File: src/rtl/utx_pkg.sv
package utx_pkg;

   localparam int FRAME_W = 12;

   typedef struct packed {
      logic len7;
      logic par_en;
      logic par_odd;
      logic mp_en;
      logic mp_bit;
      logic stop2;
   } utx_fmt_t;

   typedef struct packed {
      logic [3:0]         nbits;
      logic [FRAME_W-1:0] bits;
   } utx_frame_t;

   // Assemble the line bits of one character, bit 0 sent first.
   function automatic utx_frame_t utx_build(input utx_fmt_t f, input logic [7:0] d);
      utx_frame_t r;
      int         pos;
      logic       par;
      r.bits    = '1;
      r.bits[0] = 1'b0;
      for (int i = 0; i < 8; i++)
         if (i < 7 || !f.len7) r.bits[1+i] = d[i];
      pos = f.len7 ? 8 : 9;
      par = f.len7 ? ^d[6:0] : ^d;
      if (f.par_odd) par = ~par;
      if (f.mp_en) begin
         r.bits[pos] = f.mp_bit;
         pos++;
      end else if (f.par_en) begin
         r.bits[pos] = par;
         pos++;
      end
      pos     = pos + (f.stop2 ? 2 : 1);
      r.nbits = 4'(pos);
      return r;
   endfunction

endpackage

File: src/rtl/utx_fifo.sv
module utx_fifo #(
   parameter int DW    = 8,
   parameter int DEPTH = 64,
   localparam int AW   = $clog2(DEPTH),
   localparam int LW   = $clog2(DEPTH + 1)
) (
   input  logic          clk,
   input  logic          rst_n,
   input  logic          wr_en,
   input  logic [DW-1:0] wr_data,
   input  logic          rd_en,
   output logic [DW-1:0] rd_data,
   output logic          empty,
   output logic [LW-1:0] level,
   output logic          ovf
);

   generate
      if (DEPTH < 2 || (DEPTH & (DEPTH - 1)) != 0) begin : g_bad_depth
         $error("utx_fifo: DEPTH must be a power of two, at least 2");
      end
      if (DW < 1) begin : g_bad_dw
         $error("utx_fifo: DW must be positive");
      end
   endgenerate

   logic [DW-1:0] mem [DEPTH];
   logic [AW-1:0] wp, rp;
   logic [LW-1:0] cnt;
   logic          full, wr_ok, rd_ok;

   assign full  = (cnt == LW'(DEPTH));
   assign empty = (cnt == '0);
   assign wr_ok = wr_en && !full;
   assign rd_ok = rd_en && !empty;

   always_ff @(posedge clk) begin
      if (wr_ok) mem[wp] <= wr_data;
   end

   always_ff @(posedge clk or negedge rst_n) begin
      if (!rst_n) begin
         wp  <= '0;
         rp  <= '0;
         cnt <= '0;
         ovf <= 1'b0;
      end else begin
         if (wr_ok) wp <= wp + 1'b1;
         if (rd_ok) rp <= rp + 1'b1;
         case ({wr_ok, rd_ok})
            2'b10:   cnt <= cnt + 1'b1;
            2'b01:   cnt <= cnt - 1'b1;
            default: cnt <= cnt;
         endcase
         if (wr_en && full) ovf <= 1'b1;
      end
   end

   assign rd_data = mem[rp];
   assign level   = cnt;


   level_bound_chk: assert property (@(posedge clk) disable iff (!rst_n)
      cnt <= LW'(DEPTH));


   level_up_chk: assert property (@(posedge clk) disable iff (!rst_n)
      (wr_en && !full && !rd_en) |=> (cnt == $past(cnt) + 1'b1));


   ovf_sticky_chk: assert property (@(posedge clk) disable iff (!rst_n)
      ovf |=> ovf);

endmodule

File: src/rtl/utx_shifter.sv
module utx_shifter
   import utx_pkg::*;
#(
   parameter int OSR  = 16,
   localparam int TW  = $clog2(OSR)
) (
   input  logic       clk,
   input  logic       rst_n,
   input  logic       tick,
   input  logic       load,
   input  utx_frame_t frame,
   output logic       busy,
   output logic       done,
   output logic       txd
);

   generate
      if (OSR < 2) begin : g_bad_osr
         $error("utx_shifter: OSR must be at least 2");
      end
   endgenerate

   logic [FRAME_W-1:0] shreg;
   logic [3:0]         bits_left;
   logic [TW-1:0]      tcnt;
   logic               bit_end;

   assign bit_end = busy && tick && (tcnt == TW'(OSR - 1));
   assign done    = bit_end && (bits_left == 4'd1);

   always_ff @(posedge clk or negedge rst_n) begin
      if (!rst_n) begin
         shreg     <= '1;
         bits_left <= '0;
         tcnt      <= '0;
         busy      <= 1'b0;
      end else if (load && !busy) begin
         shreg     <= frame.bits;
         bits_left <= frame.nbits;
         tcnt      <= '0;
         busy      <= 1'b1;
      end else if (busy && tick) begin
         if (bit_end) begin
            tcnt      <= '0;
            shreg     <= {1'b1, shreg[FRAME_W-1:1]};
            bits_left <= bits_left - 1'b1;
            if (bits_left == 4'd1) busy <= 1'b0;
         end else begin
            tcnt <= tcnt + 1'b1;
         end
      end
   end

   assign txd = busy ? shreg[0] : 1'b1;


   frame_end_chk: assert property (@(posedge clk) disable iff (!rst_n)
      $fell(busy) |-> $past(tick));


   load_idle_chk: assert property (@(posedge clk) disable iff (!rst_n)
      load |-> !busy);

endmodule

File: src/rtl/utx_counted_tx.sv
module utx_counted_tx
   import utx_pkg::*;
#(
   parameter int DEPTH = 64,
   parameter int OSR   = 16,
   parameter int CW    = 8,
   localparam int LW   = $clog2(DEPTH + 1),
   localparam int RW   = CW + 1
) (
   input  logic          clk,
   input  logic          rst_n,
   input  logic          wr_en,
   input  logic [7:0]    wr_data,
   input  logic          fmt_len7,
   input  logic          fmt_par_en,
   input  logic          fmt_par_odd,
   input  logic          fmt_mp_en,
   input  logic          fmt_mp_bit,
   input  logic          fmt_stop2,
   input  logic          tx_run,
   input  logic          stop_en,
   input  logic          stop_wr,
   input  logic [CW-1:0] stop_val,
   input  logic          tick,
   output logic          txd,
   output logic [LW-1:0] fill,
   output logic          tx_end,
   output logic          wr_ovf
);

   generate
      if (CW < 1 || CW > 16) begin : g_bad_cw
         $error("utx_counted_tx: CW out of range");
      end
   endgenerate

   utx_fmt_t    fmt;
   utx_frame_t  frame;
   logic [7:0]  head;
   logic        empty, sh_busy, sh_done, start;
   logic        run_q, reload, limit;
   logic [CW-1:0] stop_reg;
   logic [RW-1:0] remain;

   assign fmt   = '{len7: fmt_len7, par_en: fmt_par_en, par_odd: fmt_par_odd,
                    mp_en: fmt_mp_en, mp_bit: fmt_mp_bit, stop2: fmt_stop2};
   assign frame = utx_build(fmt, head);

   assign reload = stop_wr || (tx_run && !run_q);
   assign limit  = stop_en && (remain == '0);
   assign start  = tx_run && !sh_busy && !empty && !limit;

   utx_fifo #(.DW(8), .DEPTH(DEPTH)) u_fifo (
      .clk     (clk),
      .rst_n   (rst_n),
      .wr_en   (wr_en),
      .wr_data (wr_data),
      .rd_en   (start),
      .rd_data (head),
      .empty   (empty),
      .level   (fill),
      .ovf     (wr_ovf)
   );

   utx_shifter #(.OSR(OSR)) u_shift (
      .clk   (clk),
      .rst_n (rst_n),
      .tick  (tick),
      .load  (start),
      .frame (frame),
      .busy  (sh_busy),
      .done  (sh_done),
      .txd   (txd)
   );

   always_ff @(posedge clk or negedge rst_n) begin
      if (!rst_n) begin
         run_q    <= 1'b0;
         stop_reg <= '1;
         remain   <= RW'({CW{1'b1}}) + 1'b1;
         tx_end   <= 1'b1;
      end else begin
         run_q <= tx_run;
         if (stop_wr) stop_reg <= stop_val;
         if (reload)
            remain <= RW'(stop_wr ? stop_val : stop_reg) + 1'b1;
         else if (sh_done && remain != '0)
            remain <= remain - 1'b1;
         tx_end <= reload ? 1'b0 : (!sh_busy && (empty || limit));
      end
   end


   remain_mono_chk: assert property (@(posedge clk) disable iff (!rst_n)
      !$past(reload) |-> (remain <= $past(remain)));


   limit_hold_chk: assert property (@(posedge clk) disable iff (!rst_n)
      (limit && !sh_busy) |=> !sh_busy);


   end_idle_chk: assert property (@(posedge clk) disable iff (!rst_n)
      tx_end |-> txd);

endmodule

File: config.mk
export PLATFORM = sky130hd
export DESIGN_NAME = utx_counted_tx
export DESIGN_NICKNAME = d
export VERILOG_FILES = /design/src/rtl/utx_pkg.sv /design/src/rtl/utx_fifo.sv /design/src/rtl/utx_shifter.sv /design/src/rtl/utx_counted_tx.sv
export SDC_FILE = /design/constraint.sdc
export NUM_CORES = 1
export LEC_CHECK = 0
export ABC_AREA = 1
export BUFFER_PORTS_ARGS = -buffer_cell sky130_fd_sc_hd__buf_2
export CAP_MARGIN = 20
export CORE_MARGIN = 2
export CORE_UTILIZATION = 55
export DETAILED_ROUTE_END_ITERATION = 8
export GPL_TIMING_DRIVEN = 0
export PLACE_DENSITY_LB_ADDON = 0.2
export SYNTH_ARGS = -nofsm -noshare
export SYNTH_HDL_FRONTEND = slang
export SYNTH_SLANG_ARGS = --single-unit
File: constraint.sdc
create_clock -name clk -period 3.9 [get_ports clk]
set_clock_uncertainty 0.2 [all_clocks]
set_input_delay 0.195 -clock clk [delete_from_list [all_inputs] [get_ports clk]]
set_output_delay 0.195 -clock clk [all_outputs]
set_load 0.03 [all_outputs]
==> run metrics <==
crit path launch=u_fifo.rp[0]$_DFFE_PN0P_; Synth warnings=0; EDFF count, synth=512; Die Wd=approximately 210 um; crit path buf inv count=3; drt first pass iters=8; Util after Layout=roughly 63%; Non-Filler Instances=2995; WHS=between 0.01 and 0.015 ns; slew margin rel.=a little under an eighth; Num CTS Buffers=between 50 and 60; Worst-Margin Slew=between 1 and 1.5 ns; power per cell area=781 mW/mm^2; worst path cell trace=buf_4 -> inv_2 -> clkbuf_1 -> o21ai_0 -> nand2_1 -> a21oi_1 -> nand2_1 -> nand3_1 -> nand2_1 -> nand2_1 -> nand2_1 -> nand3_1 -> nand2_1 -> nand2_1 -> nand3_1 -> nand2_1 -> nand2_1 -> nand2_1 -> a21oi_1; drt drc=0; Slowest Stage Delay on Critical Path=slightly below 1 ns; H-tree depth=2; clock share of power=about a quarter; Hold Vio Cnt, Final=0; # diodes=0; crit path to=u_shift.shreg[8]$_DFFE_PN1P_; area grow syn2layout=14.4%; Post-DRT Antenna Nets=0; flop2flop setup slack=-0.04 ns; most used cell, CP=nand2_1; status=finished with violations; crit path kind=reg2reg; worst vdd ir=between 0.0004 and 0.0005 V; final period utilization=101%; Max Clk Rate=between 200 and 300 MHz; Biggest register=u_fifo.mem; grt total ovfl=0; Yosys cell types=37; clk root buf=clkbuf_16; WP data required=about 4.3 ns; Sw Share=~43%; Largest delay share family, worst path=simple AND/OR/NAND/NOR gates; crit path launch type=flop; Ports=39; internal power=about 0.012 W; number of global-route vias before repair=17000; R2R Path End=u_shift.shreg[8]$_DFFE_PN1P_; HPWL Detailed=approximately 56 mm; die height=about 210 um; cell area after layout=between 0.02 and 0.03 mm^2; # rows=just under 80; Die ar.=0.0459 mm^2; ys async rst share=just over 10%; Filler Cells Inserted=3461; CTS tree=yes; initial antenna violation count=1; Layout Nets=between 2000 and 2500; Sequential Power Share=about a third; top_reg_cell synth=edfxtp_1; top flop regs=u_fifo.mem x512, u_shift.shreg x10, remain x9; Setup crit end kind=flop; clock period minus worst slack=roughly 3.9 ns; global-route wire length before repair=between 100 and 150 mm; max reg flops=approximately 510; Worst path depth=19; Seq/Total Area, Yosys=69.4%; post-synthesis sequential element count=570; area of the mapped netlist=around 0.024 mm^2; most frequent cells in the layout=edfxtp_1, nand2_1, nor2_1; GRT Util Overall=around 36%; clk sink count=570; failing checks=negative setup slack; Routed WL=about 84 mm; commonest non-fill, non-tap cell in the layout=edfxtp_1; Clk pin slew, worst setup/hold paths=about 0.06 ns; RSZ-0062 raised after global routing=false; Max-Cap Viols=0; CP Max Fanout=10; r2r worst-path depth=19; 1st-iter DRT viols=around 3100; CP max stage cell=clkbuf_1; Avg Cell Area, Syn=between 10 and 15 um^2; slack of the critical path=-0.0375 ns; Logic pwr share=between 40% and 50%; Slew Viols, Final=0; Mapped Cells=between 2000 and 2500; Core ar.=about 0.044 mm^2; routability cong.=just over 1; critical path arrival=roughly 4.3 ns; placed instance area=0.0254 mm^2; RR Startpoint=u_fifo.rp[0]$_DFFE_PN0P_; Buffers on Ports=37; clk_lat worst skew=0.63 ns; Clock Path Buffers=3; postcts setup bufs=0; DR WL/cell=between 20 and 30 um; Final Setup Violations=1; ratio of cells with drive above 1 in the final layout=a little over 10%; Pleak=roughly 10 nW; Initial Utilization=a little under three fifths; vias per cell=6.08; Vias=approximately 18000; net load switching power=just over 0.009 W; largest net degree at the start of global routing=65; min-delay worst type=in2async; post-synthesis net count=2252; dpl cells=2846
## final cells by class
| class | count | area, um^2 | area share [%] |
|---|---|---|---|
| Clock buffer | 75 | 1560 | 5.60 |
| Timing Repair Buffer | 91 | 817 | 2.94 |
| Tap cell | 592 | 741 | 2.67 |
| Sequential cell | 570 | 16900 | 60.7 |
| Buffer | 113 | 627 | 2.26 |
| Inverter | 128 | 480 | 1.73 |
| Clock inverter | 33 | 319 | 1.15 |
| Multi-Input combinational cell | 1393 | 6390 | 23.0 |
## through the flow
step / power (W) / TNS (ns) / setup WS (ns)
after floorplan: 0.0119 / 0 / 0.649
after global placement: 0.0156 / -0.0474 / -0.0474
after detailed placement: 0.0158 / -0.240 / -0.124
after CTS: 0.0213 / 0 / 0.00225
after global routing: 0.0223 / 0 / 0.00135
final: 0.0217 / -0.0375 / -0.0375
## synth_stat cells (all sizes together) (5+ instances only)
library cell	count	area share [%]
a21oi	42	0.87
buf	68	1.8
clkbuf	46	0.71
dfrtp	38	3.9
dfstp	20	2.2
edfxtp	512	63
ha	16	0.82
inv	125	1.9
nand2	410	6.3
nand3	186	3.8
nand4	9	0.23
nor2	401	6.2
nor3	11	0.23
nor4	5	0.13
o211ai	41	1.3
o21ai	223	4.6
or2	8	0.21
xor2	19	0.69
## how the worst min path moves through the flow
stage / startpoint / end / slack (ns) / cells past startpoint
6_report: rst_n / u_fifo.rp[4]$_DFFE_PN0P_ / 0.01 / 2
5_1_grt: tx_run / run_q$_DFF_PN0_ / 0.07 / 2
4_1_cts: rst_n / u_fifo.rp[4]$_DFFE_PN0P_ / 0.005 / 2
3_5_place_dp: tx_run / run_q$_DFF_PN0_ / 0.12 / 1
3_3_place_gp: tx_run / run_q$_DFF_PN0_ / 0.12 / 1
2_1_floorplan: rst_n / remain[0]$_DFFE_PN0P_ / -0.30 / 0
## power by group through the flow
stage	logic (W)	registers, W	clock network [W]
after CTS	0.00841	0.00731	0.00555
after floorplan	0.00449	0.00745	0
final	0.00882	0.00732	0.00555
after global placement	0.00822	0.00742	0
after detailed placement	0.00835	0.00743	0
after global routing	0.00914	0.00736	0.00577
## repair_timing
| item | 4_1_cts | 5_1_grt |
|---|---|---|
| hold buffers | 37 | 2 |
| hold endpoints to repair | 222 | 47 |
| resized for setup | 1 | 32 |
| endpoints found under the setup margin | 3 | 4 |
## cell families after synthesis
logic type                 Yosys count  share of synthesized area [%]
DFF                                570                           69.4
buffers and inverters              242                           4.45
adders and majority gates           18                          0.989
xor gates and xnor gates            22                          0.793
and+or+nand+nor                   1032                           17.2
AOI/OAI and AO/OA                  321                           7.20
## per-layer routing
layer  track usage [%]  part of all wire [%]
met1              51.3                    38
met2              53.9                    44
met3              8.35                    13
met4              17.8                   5.3
met5                 0                     0
No activity file was read; power rests on OpenSTA's default activity.
